===== src/rtl/usbh_pkg.sv =====
package usbh_pkg;
  localparam int AW      = 5;
  localparam int DW      = 32;
  localparam int RW      = 16;
  localparam int BW      = 8;
  localparam int STW     = 6;
  localparam int CAUSEW  = 2;
  localparam int FNW     = 11;
  localparam int FLB_LOW = 12;
  localparam int SLOTW   = 3;

  typedef enum logic [1:0] {
    SZ_BYTE  = 2'd0,
    SZ_WORD  = 2'd1,
    SZ_DWORD = 2'd2
  } acc_sz_e;

  localparam logic [AW-1:0] OFS_CMD  = 5'h00;
  localparam logic [AW-1:0] OFS_STS  = 5'h02;
  localparam logic [AW-1:0] OFS_IE   = 5'h04;
  localparam logic [AW-1:0] OFS_FRN  = 5'h06;
  localparam logic [AW-1:0] OFS_FLB  = 5'h08;
  localparam logic [AW-1:0] OFS_SOF  = 5'h0C;

  localparam logic [RW-1:0] PORT_RST_VAL = 16'h0080;
  localparam logic [RW-1:0] PORT_KEEP    = 16'h01FB;
  localparam logic [RW-1:0] PORT_W1C     = 16'h000A;
  localparam logic [BW-1:0] SOF_RST_VAL  = 8'd64;
  localparam logic [RW-1:0] FILL_WORD    = 16'hFF7F;
  localparam logic [BW-1:0] FILL_BYTE    = 8'hFF;

  localparam int PB_CCS = 0;
  localparam int PB_CSC = 1;
  localparam int PB_EN  = 2;
  localparam int PB_ENC = 3;
  localparam int PB_LS  = 8;
  localparam int PB_RST = 9;

  localparam int CB_GRST = 2;
  localparam int SB_INT  = 0;
  localparam int SB_HALT = 5;
endpackage


===== src/rtl/usbh_irq_merge.sv =====
module usbh_irq_merge
  import usbh_pkg::*;
(
  input  logic [STW-1:0]    sts_i,
  input  logic [RW-1:0]     ie_i,
  input  logic [CAUSEW-1:0] cause_i,
  output logic              irq_o
);
  // error/resume gated by enable 0/1, causes by enable 2/3, faults ungated
  assign irq_o = (cause_i[0] & ie_i[2]) | (cause_i[1] & ie_i[3]) |
                 (sts_i[1] & ie_i[0])   | (sts_i[2] & ie_i[1])   |
                 sts_i[3] | sts_i[4];
endmodule


===== src/rtl/usbh_core_regs.sv =====
module usbh_core_regs
  import usbh_pkg::*;
(
  input  logic              clk_i,
  input  logic              rst_ni,
  input  logic [AW-1:0]     acc_addr_i,
  input  logic [1:0]        acc_size_i,
  input  logic              wr_en_i,
  input  logic [DW-1:0]     wdata_i,
  input  logic [CAUSEW-1:0] ev_cause_i,
  input  logic              ev_err_i,
  input  logic              ev_resume_i,
  input  logic              ev_hse_i,
  input  logic              ev_perr_i,
  input  logic              ev_halt_i,
  output logic              grst_o,
  output logic [RW-1:0]     cmd_o,
  output logic [STW-1:0]    sts_o,
  output logic [RW-1:0]     ie_o,
  output logic [FNW-1:0]    frnum_o,
  output logic [DW-1:0]     flbase_o,
  output logic [BW-1:0]     sof_o,
  output logic [CAUSEW-1:0] cause_o
);
  logic wr_word, wr_cmd, wr_sts, wr_ie, wr_frn, wr_flb, wr_sof;
  logic [STW-1:0]    sts_set, sts_clr;
  logic [DW-FLB_LOW-1:0] flb_q;

  assign wr_word = wr_en_i && (acc_size_i == SZ_WORD);
  assign wr_cmd  = wr_word && (acc_addr_i == OFS_CMD);
  assign wr_sts  = wr_word && (acc_addr_i == OFS_STS);
  assign wr_ie   = wr_word && (acc_addr_i == OFS_IE);
  assign wr_frn  = wr_word && (acc_addr_i == OFS_FRN);
  assign wr_flb  = wr_en_i && (acc_size_i == SZ_DWORD) && (acc_addr_i == OFS_FLB);
  assign wr_sof  = wr_en_i && (acc_size_i == SZ_BYTE) && (acc_addr_i == OFS_SOF);
  assign grst_o  = wr_cmd && wdata_i[CB_GRST];

  assign sts_set = {ev_halt_i, ev_perr_i, ev_hse_i, ev_resume_i, ev_err_i, |ev_cause_i};
  assign sts_clr = wr_sts ? wdata_i[STW-1:0] : '0;

  always_ff @(posedge clk_i or negedge rst_ni) begin
    if (!rst_ni) begin
      cmd_o   <= '0;
      sts_o   <= '0;
      ie_o    <= '0;
      frnum_o <= '0;
      flb_q   <= '0;
      sof_o   <= SOF_RST_VAL;
      cause_o <= '0;
    end else if (grst_o) begin
      cmd_o   <= '0;
      sts_o   <= '0;
      ie_o    <= '0;
      frnum_o <= '0;
      flb_q   <= '0;
      sof_o   <= SOF_RST_VAL;
      cause_o <= '0;
    end else begin
      if (wr_cmd) cmd_o <= wdata_i[RW-1:0];
      sts_o <= (sts_o & ~sts_clr) | sts_set;
      cause_o <= ((wr_sts && wdata_i[SB_INT]) ? '0 : cause_o) | ev_cause_i;
      if (wr_ie) ie_o <= wdata_i[RW-1:0];
      if (wr_frn && sts_o[SB_HALT]) frnum_o <= wdata_i[FNW-1:0];
      if (wr_flb) flb_q <= wdata_i[DW-1:FLB_LOW];
      if (wr_sof) sof_o <= wdata_i[BW-1:0];
    end
  end

  assign flbase_o = {flb_q, {FLB_LOW{1'b0}}};
endmodule


===== src/rtl/usbh_port_reg.sv =====
module usbh_port_reg
  import usbh_pkg::*;
(
  input  logic          clk_i,
  input  logic          rst_ni,
  input  logic          grst_i,
  input  logic          wr_i,
  input  logic [RW-1:0] wdata_i,
  input  logic          attach_i,
  input  logic          detach_i,
  input  logic          lowspd_i,
  output logic [RW-1:0] ctrl_o,
  output logic          dev_rst_o
);
  logic          present_q, low_q;
  logic [RW-1:0] after_wr, ctrl_d, grst_val;
  logic          rst_rise;

  assign rst_rise = wr_i && wdata_i[PB_RST] && !ctrl_o[PB_RST];

  always_comb begin
    after_wr = ctrl_o;
    if (wr_i) after_wr = ((ctrl_o & PORT_KEEP) | (wdata_i & ~PORT_KEEP)) & ~(wdata_i & PORT_W1C);
    ctrl_d = after_wr;
    if (attach_i) begin
      if (!after_wr[PB_CCS]) begin
        ctrl_d[PB_CCS] = 1'b1;
        ctrl_d[PB_CSC] = 1'b1;
      end
      ctrl_d[PB_LS] = lowspd_i;
    end
    if (detach_i && ctrl_d[PB_EN]) begin
      ctrl_d[PB_EN]  = 1'b0;
      ctrl_d[PB_ENC] = 1'b1;
    end
  end

  // defaults, then attach re-applied for a device still on the port
  always_comb begin
    grst_val = PORT_RST_VAL;
    if (present_q) begin
      grst_val[PB_CCS] = 1'b1;
      grst_val[PB_CSC] = 1'b1;
      grst_val[PB_LS]  = low_q;
    end
  end

  always_ff @(posedge clk_i or negedge rst_ni) begin
    if (!rst_ni) begin
      ctrl_o    <= PORT_RST_VAL;
      present_q <= 1'b0;
      low_q     <= 1'b0;
      dev_rst_o <= 1'b0;
    end else if (grst_i) begin
      ctrl_o    <= grst_val;
      dev_rst_o <= present_q;
    end else begin
      ctrl_o    <= ctrl_d;
      dev_rst_o <= present_q && rst_rise;
      if (attach_i) begin
        present_q <= 1'b1;
        low_q     <= lowspd_i;
      end else if (detach_i) begin
        present_q <= 1'b0;
      end
    end
  end
endmodule


===== src/rtl/usbh_regfile.sv =====
module usbh_regfile
  import usbh_pkg::*;
#(
  parameter int NPORT = 2
) (
  input  logic              clk_i,
  input  logic              rst_ni,
  input  logic [AW-1:0]     acc_addr_i,
  input  logic [1:0]        acc_size_i,
  input  logic              wr_en_i,
  input  logic              rd_en_i,
  input  logic [DW-1:0]     wdata_i,
  output logic [DW-1:0]     rdata_o,
  input  logic [CAUSEW-1:0] ev_cause_i,
  input  logic              ev_err_i,
  input  logic              ev_resume_i,
  input  logic              ev_hse_i,
  input  logic              ev_perr_i,
  input  logic              ev_halt_i,
  input  logic [NPORT-1:0]  port_attach_i,
  input  logic [NPORT-1:0]  port_detach_i,
  input  logic [NPORT-1:0]  port_lowspd_i,
  output logic [NPORT-1:0]  dev_reset_o,
  output logic              irq_o
);
  localparam int NSLOT = 1 << SLOTW;

  logic              grst_w;
  logic [RW-1:0]     cmd_w, ie_w;
  logic [STW-1:0]    sts_w;
  logic [FNW-1:0]    frnum_w;
  logic [DW-1:0]     flbase_w;
  logic [BW-1:0]     sof_w;
  logic [CAUSEW-1:0] cause_w;
  logic [RW-1:0]     port_ctrl [NPORT];
  logic [SLOTW-1:0]  slot;
  logic              port_area;
  logic [RW-1:0]     port_rd, word_rd;
  logic [DW-1:0]     rd_d;

  assign slot      = acc_addr_i[SLOTW:1];
  assign port_area = acc_addr_i[AW-1];

  usbh_core_regs u_core (
    .clk_i, .rst_ni, .acc_addr_i, .acc_size_i, .wr_en_i, .wdata_i,
    .ev_cause_i, .ev_err_i, .ev_resume_i, .ev_hse_i, .ev_perr_i, .ev_halt_i,
    .grst_o(grst_w), .cmd_o(cmd_w), .sts_o(sts_w), .ie_o(ie_w),
    .frnum_o(frnum_w), .flbase_o(flbase_w), .sof_o(sof_w), .cause_o(cause_w)
  );

  for (genvar i = 0; i < NPORT; i++) begin : g_port
    logic wr_slot;
    assign wr_slot = wr_en_i && (acc_size_i == SZ_WORD) && port_area && (slot == SLOTW'(i));
    usbh_port_reg u_port (
      .clk_i, .rst_ni, .grst_i(grst_w), .wr_i(wr_slot), .wdata_i(wdata_i[RW-1:0]),
      .attach_i(port_attach_i[i]), .detach_i(port_detach_i[i]),
      .lowspd_i(port_lowspd_i[i]), .ctrl_o(port_ctrl[i]), .dev_rst_o(dev_reset_o[i])
    );
  end

  usbh_irq_merge u_irq (.sts_i(sts_w), .ie_i(ie_w), .cause_i(cause_w), .irq_o);

  always_comb begin
    port_rd = FILL_WORD;
    for (int i = 0; i < NPORT; i++)
      if (i < NSLOT && slot == SLOTW'(i)) port_rd = port_ctrl[i];
  end

  always_comb begin
    if (port_area) word_rd = port_rd;
    else begin
      case (acc_addr_i)
        OFS_CMD: word_rd = cmd_w;
        OFS_STS: word_rd = RW'(sts_w);
        OFS_IE:  word_rd = ie_w;
        OFS_FRN: word_rd = RW'(frnum_w);
        default: word_rd = FILL_WORD;
      endcase
    end
  end

  always_comb begin
    case (acc_size_i)
      SZ_BYTE:  rd_d = DW'((acc_addr_i == OFS_SOF) ? sof_w : FILL_BYTE);
      SZ_WORD:  rd_d = DW'(word_rd);
      SZ_DWORD: rd_d = (acc_addr_i == OFS_FLB) ? flbase_w : '1;
      default:  rd_d = '1;
    endcase
  end

  always_ff @(posedge clk_i or negedge rst_ni) begin
    if (!rst_ni)      rdata_o <= '0;
    else if (rd_en_i) rdata_o <= rd_d;
  end
endmodule


===== config.mk =====
export PLATFORM = sky130hd
export DESIGN_NAME = usbh_regfile
export DESIGN_NICKNAME = d
export VERILOG_FILES = /design/src/rtl/usbh_pkg.sv /design/src/rtl/usbh_irq_merge.sv /design/src/rtl/usbh_core_regs.sv /design/src/rtl/usbh_port_reg.sv /design/src/rtl/usbh_regfile.sv
export SDC_FILE = /design/constraint.sdc
export NUM_CORES = 1
export LEC_CHECK = 0
export ABC_CLOCK_PERIOD_IN_PS = 1400
export BUFFER_PORTS_ARGS = -buffer_cell sky130_fd_sc_hd__buf_2
export CAP_MARGIN = 30
export CORE_MARGIN = 2
export CORE_UTILIZATION = 52
export DETAILED_ROUTE_END_ITERATION = 8
export PLACE_DENSITY = 0.73
export SYNTH_ARGS = -nofsm -noshare
export SYNTH_HDL_FRONTEND = slang
export SYNTH_SLANG_ARGS = --single-unit

===== constraint.sdc =====
create_clock -name clk_i -period 1.4 [get_ports clk_i]
set_clock_uncertainty 0.2 [all_clocks]
set_input_delay 0.28 -clock clk_i [delete_from_list [all_inputs] [get_ports clk_i]]
set_output_delay 0.28 -clock clk_i [all_outputs]
set_load 0.01 [all_outputs]

== Yosys cells after proc, flatten, opt, wreduce, memory -nomap -nowiden ==
Cells that the tools add are included.
Cells by class
  reduce and logical (&&, ||, !) cells: 46
  bitwise gates (word level): 19
  muxes and demuxes: 43
  equality and inequality tests: 8
Operator list (number)
  16-bit two-way mux: 11
  32-bit one-hot mux with 3 select lines: 1
  16-bit one-hot mux with 4 select lines: 1
  20-bit two-way mux: 2
  16-bit AND: 2
  32-bit two-way mux: 1
  9-bit by 16-bit OR with 16-bit output: 2
  8-bit two-way mux: 3
  1-bit logical AND: 23
  11-bit two-way mux: 2
  2-bit two-way mux: 10
  2-bit nonzero test: 9
  4-bit inverter with 16-bit output: 1
  6-bit two-way mux: 2
  3-bit nonzero test: 4
  5-bit by 3-bit == test with 1-bit output (second input constant): 2
  5-bit by 4-bit == test with 1-bit output (second input constant): 2
  1-bit two-way mux: 10
  2-bit AND reduction: 4
  6-bit AND: 1
  6-bit inverter: 1
  6-bit OR: 1
  5-bit by 2-bit == test with 1-bit output (second input constant): 1
  5-bit zero test: 1
  11 further kinds: 19
Word-level totals
  word-level logic and storage cells: 138
  output and inout port bits: 35
  input bits: 56
  bits in registers: 149

== Longest topological paths before layout ==
Gate-level depths: netlist of run 1.
  depth after elaboration: 8
  mapped depth: 8
  gate-level depth less buffers: 4

== By module ==
From an unflattened synthesis of run 1, not the netlist that was laid out.
Second synthesis, totals
  cell total of the unflattened synthesis: 778
  area, all modules: 7463.4 um^2
Modules (own cells, without submodules)
  usbh_core_regs: cells an instance 387, sequential area each 1978.1 um^2, area each 3706.1 um^2, times used 1
  usbh_regfile: cells an instance 266, sequential area each 800.8 um^2, area each 2292.2 um^2, times used 1
  usbh_port_reg: cells an instance 61, sequential area each 401.6 um^2, area each 721.9 um^2, times used 2
  usbh_irq_merge: cells an instance 3, sequential area each 0.0 um^2, area each 21.3 um^2, times used 1

== Worst setup path before layout of run 1 ==
Ideal clock, no wire load.
  kind: input-to-reg
  start: input acc_size_i[0]
  end: register u_core.frnum_o[10]
  setup slack: -0.312 ns
  stages on the path: 8
  data required time: 1.079 ns
  setup time: 0.121 ns
  arrival: 1.391 ns
  buffers on the path: 4
  path through: buf_2 -> and3b_1 -> buf_4 -> nand3_1 -> nor2_1 -> buf_4 -> buf_2 -> nor2_1
Between the ends
  longest elaborated chain between the ends: 5
  elaborated cells on any way between the ends: 8
  those cells by class: eq/ne: 1; mux: 1; reduce/logical: 6
RTL lines
  start, declared: line usbh_regfile.sv:9  | input logic [1:0] acc_size_i,
  2-bit by 1-bit == test with 1-bit output (*): line usbh_core_regs.sv:29  | assign wr_word = wr_en_i && (acc_size_i == SZ_WORD);
  1-bit logical AND (*): line usbh_core_regs.sv:29
  1-bit logical AND (on tied branches): line usbh_core_regs.sv:30, usbh_core_regs.sv:33
  1-bit logical AND (on tied branches): line usbh_core_regs.sv:36, usbh_core_regs.sv:63
  11-bit two-way mux / 2-bit nonzero test (equally long branches)
  end signal, assigned: line usbh_core_regs.sv:63  | if (wr_frn && sts_o[SB_HALT]) frnum_o <= wdata_i[FNW-1:0];
  end, declared: line usbh_core_regs.sv:20  | output logic [FNW-1:0] frnum_o,
Every way passes the cells marked *; elsewhere a longest branch is shown, timed or not.
A chain may end at the register's enable or synchronous reset.

== Worst setup path in the final report of run 1 ==
  start: register u_core.sts_o[1]
  end: output irq_o
Between the ends
  longest elaborated chain between the ends: 5
RTL lines
  start, declared: line usbh_core_regs.sv:18  | output logic [STW-1:0] sts_o,
  start signal, assigned: line usbh_core_regs.sv:60  | sts_o <= (sts_o & ~sts_clr) | sts_set;
  1-bit AND: line usbh_irq_merge.sv:11  | (sts_i[1] & ie_i[0]) | (sts_i[2] & ie_i[1]) |
  1-bit OR: line usbh_irq_merge.sv:10  | assign irq_o = (cause_i[0] & ie_i[2]) | (cause_i[1] & ie_i[3]) |
  1-bit OR (2 in series): line usbh_irq_merge.sv:11
  1-bit OR: line usbh_irq_merge.sv:12  | sts_i[3] | sts_i[4];
  end, declared: line usbh_regfile.sv:24  | output logic irq_o
No other way between the ends.

==> flow_summary.yaml, run 1 <==
run_status:
  outcome: "finished with violations"
  failed_checks: "negative setup slack"
power:
  seq_power_share_pct: 44.1
  total_switching_power_uw: 2730
  p_comb_share_pct: 14.8
  internal-power_uw: 7880
  power_density_nw_per_um2: 1100
  clock_power_share_pct: 41.1
  static_power_due_to_leakage_uw: 0.00455
  power_switching_share_pct: 25.7
  maximum_resistive_drop_on_vdd_mv: 0.612
global_routing:
  antenna_found_initial: 0
  number_of_global_route_vias_before_repair: 6650
  grt_pass1_wl_um: 33400
  combined_global_route_utilization_of_all_metal_layers_pct: 30.6
  grt_util_met2_pct: 51.2
  gr-max-usage-layer: "met2"
  grt_use_met3_pct: 5.57
  grt-ovfl-total: 0
  groute.layer.met1.usage_pct: 38.5
  grt_start_max_net_pins: 44
sta:
  hold_violations: 0
  final_min_period_over_clock_period_pct: 133
  finalCriticalPeriod_ns: 1.86
  timing_worst_slew_pin_value_ns: 0.350
  totalNegativeSetupSlack_ns: -2.24
  finalWorstSetupSlack_ns: -0.458
  final_number_of_setup_violating_endpoints: 46
  unrepaired_setup_endpoints_after_global_routing: "yes"
  relSlewSlack_pct: 76.7
  final_max_slew_viol_count: 0
  max_freq_ghz: 0.538
cells_and_area:
  layout-area-overhead-vs-synth_pct: 42.5
  filler_cell_count: 842
  post_route_cells_drive_above_1_share_pct: 32.7
  seq_area_sq_um: 3560
  layout.nets: 1000
  multiInputGateArea_sq_um: 3110
  post_layout_util_pct: 76.1
  stdcell_count: 1127
  antenna-diode-count: 0
  layout.cell_area.non_filler_sq_um: 9600
setup_path:
  slowest_delay_ns: 0.39
  worst-endpoint-required_ns: 0.92
  path_class: "reg2out"
  critPathSlowestCell: "sky130_fd_sc_hd__dfrtp_1"
  path_cells: "a222oi_1, nand2_1, buf_2"
  cp_max_fo: 2
  crit_arrival_ns: 1.38
  critPathCaptureType: "output port"
  start_kind: "register"
clock_tree:
  cts_made_buffers: 17
  tritoncts: "yes"
  cts.sink_count: 142
  worst_skew_pair.late_latency_ns: 0.43
  clk_pin_slew_worst_paths_ns: 0.06
  clock_tree.root_cell: "sky130_fd_sc_hd__clkbuf_16"
  h-tree-depth: 4
  cts_max_path_buffers: 2
flow_run:
  timing.max_cap.violations: 0
route:
  routed_length_per_placed_instance_um: 18.5
  drt-total-wl_um: 20900
  detail_route.drc_violations: 0
  detailedRoute.firstPassIterationCount: 5
  num_vias: 6458
  drt_iter0_drc: 583
  post_drt_via_cell_ratio: 5.73
  antenna_left: 0
floorplan:
  floorplan.io_pins: 91
  die_h_um: 118
  fp.dieArea_sq_um: 13900
  die_w_um: 118
  start_util_pct: 53.4
  num_rows: 41
  core_sq_um: 12600
place:
  gp_congestion: 0.929
  placement.cell_area_sq_um: 8040
  portBuffers: 90
  dpl.hpwl_um: 14000
  placed_cells_incl_taps: 1012
yosys:
  synth-seq-area-share_pct: 52.8
  netlist_cell_types: 58
  synth_async_sr_flop_share_pct: 100
  synth_edf_count: 0
  synth_area_sq_um: 6740
  synth.yosys.warnings: 0
  synth_cells: 716
  syn-num-nets: 772
  ys.flop_type: "sky130_fd_sc_hd__dfrtp_1"
  synthesis.area_per_instance_sq_um: 9.41
  yosys_register_bits: 142
min_path:
  hold_path_class: "in2reg"
critical path, delay by kind of cell (launching register included):
kind,cells,cell delay [ns]
flops,1,0.39
compound gates,1,0.33
buf+inv,1,0.14
simple gates,1,0.10
sequential cells by signal, summed over array words and instances (netlist names), 6 cells and up:
name / cells
u_core.sof_o: 8
u_core.sts_o: 6
u_core.frnum_o: 11
u_core.cmd_o: 16
g_port.u_port.ctrl_o: 25
u_core.ie_o: 16
rdata_o: 32
u_core.flb_q: 20
repair_timing:
action / 4_1_cts / 5_1_grt
gates cloned: 0 / 1
hold buffers: 45 / 0
endpoints found under the setup margin: 79 / 121
gates resized for setup: 19 / 43
pin swaps: 5 / 9
hold endpoints to repair: 230 / 0
setup buffers: 21 / 18
cell usage after synthesis, types with 3 or more instances:
library cell               instances  share of area [%]
sky130_fd_sc_hd__inv_1             9               0.50
sky130_fd_sc_hd__nand4_1           3               0.28
sky130_fd_sc_hd__buf_4             9                1.0
sky130_fd_sc_hd__a22o_1            6               0.78
sky130_fd_sc_hd__a31oi_1          12                1.1
sky130_fd_sc_hd__a211oi_1          8               0.89
sky130_fd_sc_hd__a31o_2            7               0.91
sky130_fd_sc_hd__clkbuf_1         13               0.72
sky130_fd_sc_hd__nand2_1         162                9.0
sky130_fd_sc_hd__a221o_1           4               0.59
sky130_fd_sc_hd__mux2_2           11                1.8
sky130_fd_sc_hd__mux2i_1          38                5.6
sky130_fd_sc_hd__nor2b_1           3               0.28
sky130_fd_sc_hd__o21a_1            5               0.56
sky130_fd_sc_hd__nor3_1            6               0.45
sky130_fd_sc_hd__o21ai_0          32                2.4
sky130_fd_sc_hd__buf_2            29                2.2
sky130_fd_sc_hd__nand3_1          29                2.2
sky130_fd_sc_hd__a21boi_0          7               0.78
sky130_fd_sc_hd__a21oi_1          64                4.8
sky130_fd_sc_hd__dfrtp_1         140                 52
sky130_fd_sc_hd__o31ai_1           5               0.56
sky130_fd_sc_hd__a311oi_1          3               0.39
sky130_fd_sc_hd__nor2_1           61                3.4
sky130_fd_sc_hd__nand2b_1          5               0.46
power groups by stage:
stage | clock network (uW) | registers, uW | logic, uW
final | 4360 | 4680 | 1570
after global routing | 4600 | 4710 | 1710
after CTS | 4400 | 4660 | 1450
after detailed placement | 0 | 4730 | 1260
after global placement | 0 | 4710 | 1210
after floorplan | 0 | 4710 | 643
cells in the final DEF, fill, tap and decap left out, types with 4 or more instances in the layout:
cell	n
sky130_fd_sc_hd__buf_4	104
sky130_fd_sc_hd__nand3_1	26
sky130_fd_sc_hd__clkinvlp_4	5
sky130_fd_sc_hd__a22o_1	6
sky130_fd_sc_hd__inv_1	9
sky130_fd_sc_hd__buf_2	83
sky130_fd_sc_hd__a21oi_1	56
sky130_fd_sc_hd__mux2_2	8
sky130_fd_sc_hd__o21ai_0	14
sky130_fd_sc_hd__dlygate4sd3_1	45
sky130_fd_sc_hd__mux2i_1	36
sky130_fd_sc_hd__nand2b_1	5
sky130_fd_sc_hd__clkbuf_16	18
sky130_fd_sc_hd__a31oi_1	12
sky130_fd_sc_hd__a21boi_0	5
sky130_fd_sc_hd__dfrtp_1	140
sky130_fd_sc_hd__a221o_1	4
sky130_fd_sc_hd__a211oi_1	7
sky130_fd_sc_hd__buf_6	17
sky130_fd_sc_hd__buf_12	13
sky130_fd_sc_hd__a21oi_2	8
sky130_fd_sc_hd__nand2_1	157
sky130_fd_sc_hd__a31o_4	4
sky130_fd_sc_hd__nor2_1	57
sky130_fd_sc_hd__o21ai_1	17
sky130_fd_sc_hd__o21a_1	5
sky130_fd_sc_hd__nor2_4	4
sky130_fd_sc_hd__o31ai_1	5
through the flow:
stage	total power, uW	hold slack, ns	setup WS, ns
floorplan	5350	-0.216	-0.254
global placement	5920	-0.0140	-0.448
detailed placement	5980	-0.0181	-0.530
CTS	10500	0.0470	-0.467
global route	11000	0.0749	-0.518
finish	10600	0.0787	-0.458
final timing paths:
kind	start	endpoint	slack, ns	cells after the start
max	u_core.sts_o[1]	irq_o	-0.46	3
min	rd_en_i	rdata_o[4]	0.08	3
max reg2reg	u_core.ie_o[0]	rdata_o[0]	-0.16	5
min reg2reg	u_core.cmd_o[7]	u_core.cmd_o[7]	0.30	2
max in group asynchronous	rst_ni	u_core.sts_o[1]	0.35	3
min in group asynchronous	rst_ni	u_core.ie_o[11]	0.11	2
layout make-up:
class	count	share of cell area, %
sequential	142	37.0
multi-input combinational	511	32.4
timing repair buffer	263	22.1
clock buffer	20	4.65
tap	172	2.24
clock inverter	10	1.21
inverter	9	0.352
kinds of logic (layout without fill, tap and decap cells):
logic type,Yosys count,count (layout),share of synthesized area (%)
buffers and inverters,63,302,4.68
muxes,50,50,7.82
and+or+nand+nor,295,295,19.4
AOI/OAI and AO/OA,166,166,15.3
DFF,142,142,52.8
per-layer routing:
layer	up-vias	part of all wire (%)
met4	0	3.6
met5	-	0
met1	3144	40
li1	2948	-
met3	54	6.4
met2	312	50
Power figures use the tool's default switching activity.
==> inputs of run 2 (changes only) <==
--- a/config.mk
+++ b/config.mk
@@ -11,7 +11,7 @@
 export CORE_MARGIN = 2
 export CORE_UTILIZATION = 52
 export DETAILED_ROUTE_END_ITERATION = 8
-export PLACE_DENSITY = 0.73
+export PLACE_DENSITY = 0.76
 export SYNTH_ARGS = -nofsm -noshare
 export SYNTH_HDL_FRONTEND = slang
 export SYNTH_SLANG_ARGS = --single-unit
==> flow_summary.yaml, run 2 (synthesis gave the netlist of run 1 again) <==
floorplan:
  floorplan.io_pins: 91
  start_util_pct: 53.4
  die_w_um: 118
  die_h_um: 118
  core_sq_um: 12600
  num_rows: 41
  fp.dieArea_sq_um: 13900
clock_tree:
  tritoncts: "yes"
  clk_pin_slew_worst_paths_ns: 0.06
  clock_tree.root_cell: "sky130_fd_sc_hd__clkbuf_16"
  cts.sink_count: 142
  cts_max_path_buffers: 2
  cts_made_buffers: 17
  worst_skew_pair.late_latency_ns: 0.44
  h-tree-depth: 4
setup_path:
  origin_of_the_critical_flop_to_flop_path: "u_core.ie_o[0]"
  worst_reg2reg_setup_slack_ns: -0.12
  critPathSlowestCell: "sky130_fd_sc_hd__dfrtp_1"
  path_class: "reg2out"
  crit_arrival_ns: 1.44
  critPathCaptureType: "output port"
  worst-endpoint-required_ns: 0.92
  critPathCapture: "irq_o"
  crit_start: "u_core.sts_o[1]"
  path_cells: "a222oi_1, nand2_1, buf_2"
  rr_endpoint: "rdata_o[0]"
  slowest_delay_ns: 0.38
  cp_max_fo: 2
  ff2ff_path_depth: 5
  start_kind: "register"
flow_run:
  timing.max_cap.violations: 0
cells_and_area:
  layout_common_cells: "sky130_fd_sc_hd__nand2_1, sky130_fd_sc_hd__dfrtp_1, sky130_fd_sc_hd__buf_4"
  layout.cells.most_common: "sky130_fd_sc_hd__nand2_1"
  largest_reg_flops: 32
  layout_top_registers: "rdata_o x32, g_port.u_port.ctrl_o x25, u_core.flb_q x20"
  antenna-diode-count: 0
  registers.top_by_ff_count: "rdata_o"
  layout.nets: 995
  layout-area-overhead-vs-synth_pct: 40.7
  post_layout_util_pct: 75.1
  post_route_cells_drive_above_1_share_pct: 31.5
sta:
  final_number_of_setup_violating_endpoints: 42
  unrepaired_setup_endpoints_after_global_routing: "yes"
  timing_worst_slew_pin_value_ns: 0.405
  hold_violations: 0
  finalCriticalPeriod_ns: 1.92
  finalWorstSetupSlack_ns: -0.521
  max_freq_ghz: 0.521
  totalNegativeSetupSlack_ns: -2.26
  final_min_period_over_clock_period_pct: 137
  final_max_slew_viol_count: 0
  relSlewSlack_pct: 73.0
power:
  seq_power_share_pct: 43.1
  p_comb_share_pct: 14.5
  clock_power_share_pct: 42.3
  total_switching_power_uw: 2810
  power_density_nw_per_um2: 1140
  power_switching_share_pct: 26.0
  totalPowerFinal_uw: 10800
  internal-power_uw: 8020
  static_power_due_to_leakage_uw: 0.00452
  maximum_resistive_drop_on_vdd_mv: 0.664
place:
  gp_congestion: 0.904
  dpl.hpwl_um: 14100
  portBuffers: 90
global_routing:
  grt-ovfl-total: 0
  grt_start_max_net_pins: 35
  grt_pass1_wl_um: 34100
  combined_global_route_utilization_of_all_metal_layers_pct: 31.5
  antenna_found_initial: 0
  number_of_global_route_vias_before_repair: 6610
route:
  antenna_left: 0
  routed_length_per_placed_instance_um: 19.5
  post_drt_via_cell_ratio: 5.88
  detail_route.drc_violations: 0
  num_vias: 6605
  detailedRoute.firstPassIterationCount: 5
  drt_iter0_drc: 787
  drt-total-wl_um: 21900
run_status:
  outcome: "finished with violations"
  failed_checks: "negative setup slack"
min_path:
  hold_path_class: "in2reg"
[run 2: how the worst min path moves through the flow]
stage                       start                    endpoint  cells after the start
floorplan                  rst_ni  g_port[0].u_port.ctrl_o[0]                      0
global placement           rst_ni            u_core.cmd_o[11]                      1
detailed placement         rst_ni            u_core.cmd_o[11]                      1
CTS                 acc_addr_i[4]                  rdata_o[7]                      3
global route        acc_addr_i[4]                  rdata_o[7]                      3
finish              acc_addr_i[4]                  rdata_o[7]                      3
[run 2: area by class of cell]
type	count	area, sq um
Clock inverter	9	108
Clock buffer	22	484
Timing Repair Buffer	258	2020
Sequential cell	142	3560
Inverter	9	33.8
Multi-Input combinational cell	511	3060
Fill cell	855	3140
Tap cell	172	215
[run 2: power by group through the flow]
| stage | clock network (uW) | registers [uW] | logic (uW) |
|---|---|---|---|
| 2_1_floorplan | 0 | 4710 | 643 |
| 3_3_place_gp | 0 | 4710 | 1210 |
| 3_5_place_dp | 0 | 4720 | 1260 |
| 4_1_cts | 4570 | 4660 | 1430 |
| 5_1_grt | 4820 | 4700 | 1700 |
| 6_report | 4580 | 4670 | 1570 |
[run 2: metrics by stage]
| stage | instances | setup WS (ns) | hold WS, ns | cell area [sq um] |
|---|---|---|---|---|
| after floorplan | 716 | -0.254 | -0.216 | 7020 |
| after global placement | 1010 | -0.468 | 0.0161 | 8020 |
| after detailed placement | 1010 | -0.472 | 0.0157 | 8020 |
| after CTS | 1098 | -0.521 | 0.0553 | 9200 |
| after global routing | 1123 | -0.580 | 0.0513 | 9480 |
| final | 1123 | -0.521 | 0.0356 | 9480 |
[run 2: what timing repair did]
| action | 4_1_cts | 5_1_grt |
|---|---|---|
| gates resized for setup | 13 | 27 |
| pin swaps | 7 | 8 |
| endpoints found under the setup margin | 55 | 128 |
| setup buffers | 12 | 26 |
| hold endpoints to repair | 229 | 0 |
| hold buffers | 45 | 0 |
[run 2: worst max-delay path: cells and delay by family, from the launching register on]
kind / cells / cell delay (ns)
flops: 1 / 0.38
buf+inv: 1 / 0.15
simple gates: 1 / 0.12
compound gates: 1 / 0.35
[run 2: metal layers]
metal	global-route usage, %	wire length, um	up-vias
li1	-	-	2932
met5	0	0	-
met3	6.64	1420	84
met2	52.5	11000	344
met1	39.3	8610	3245
met4	14.8	842	0
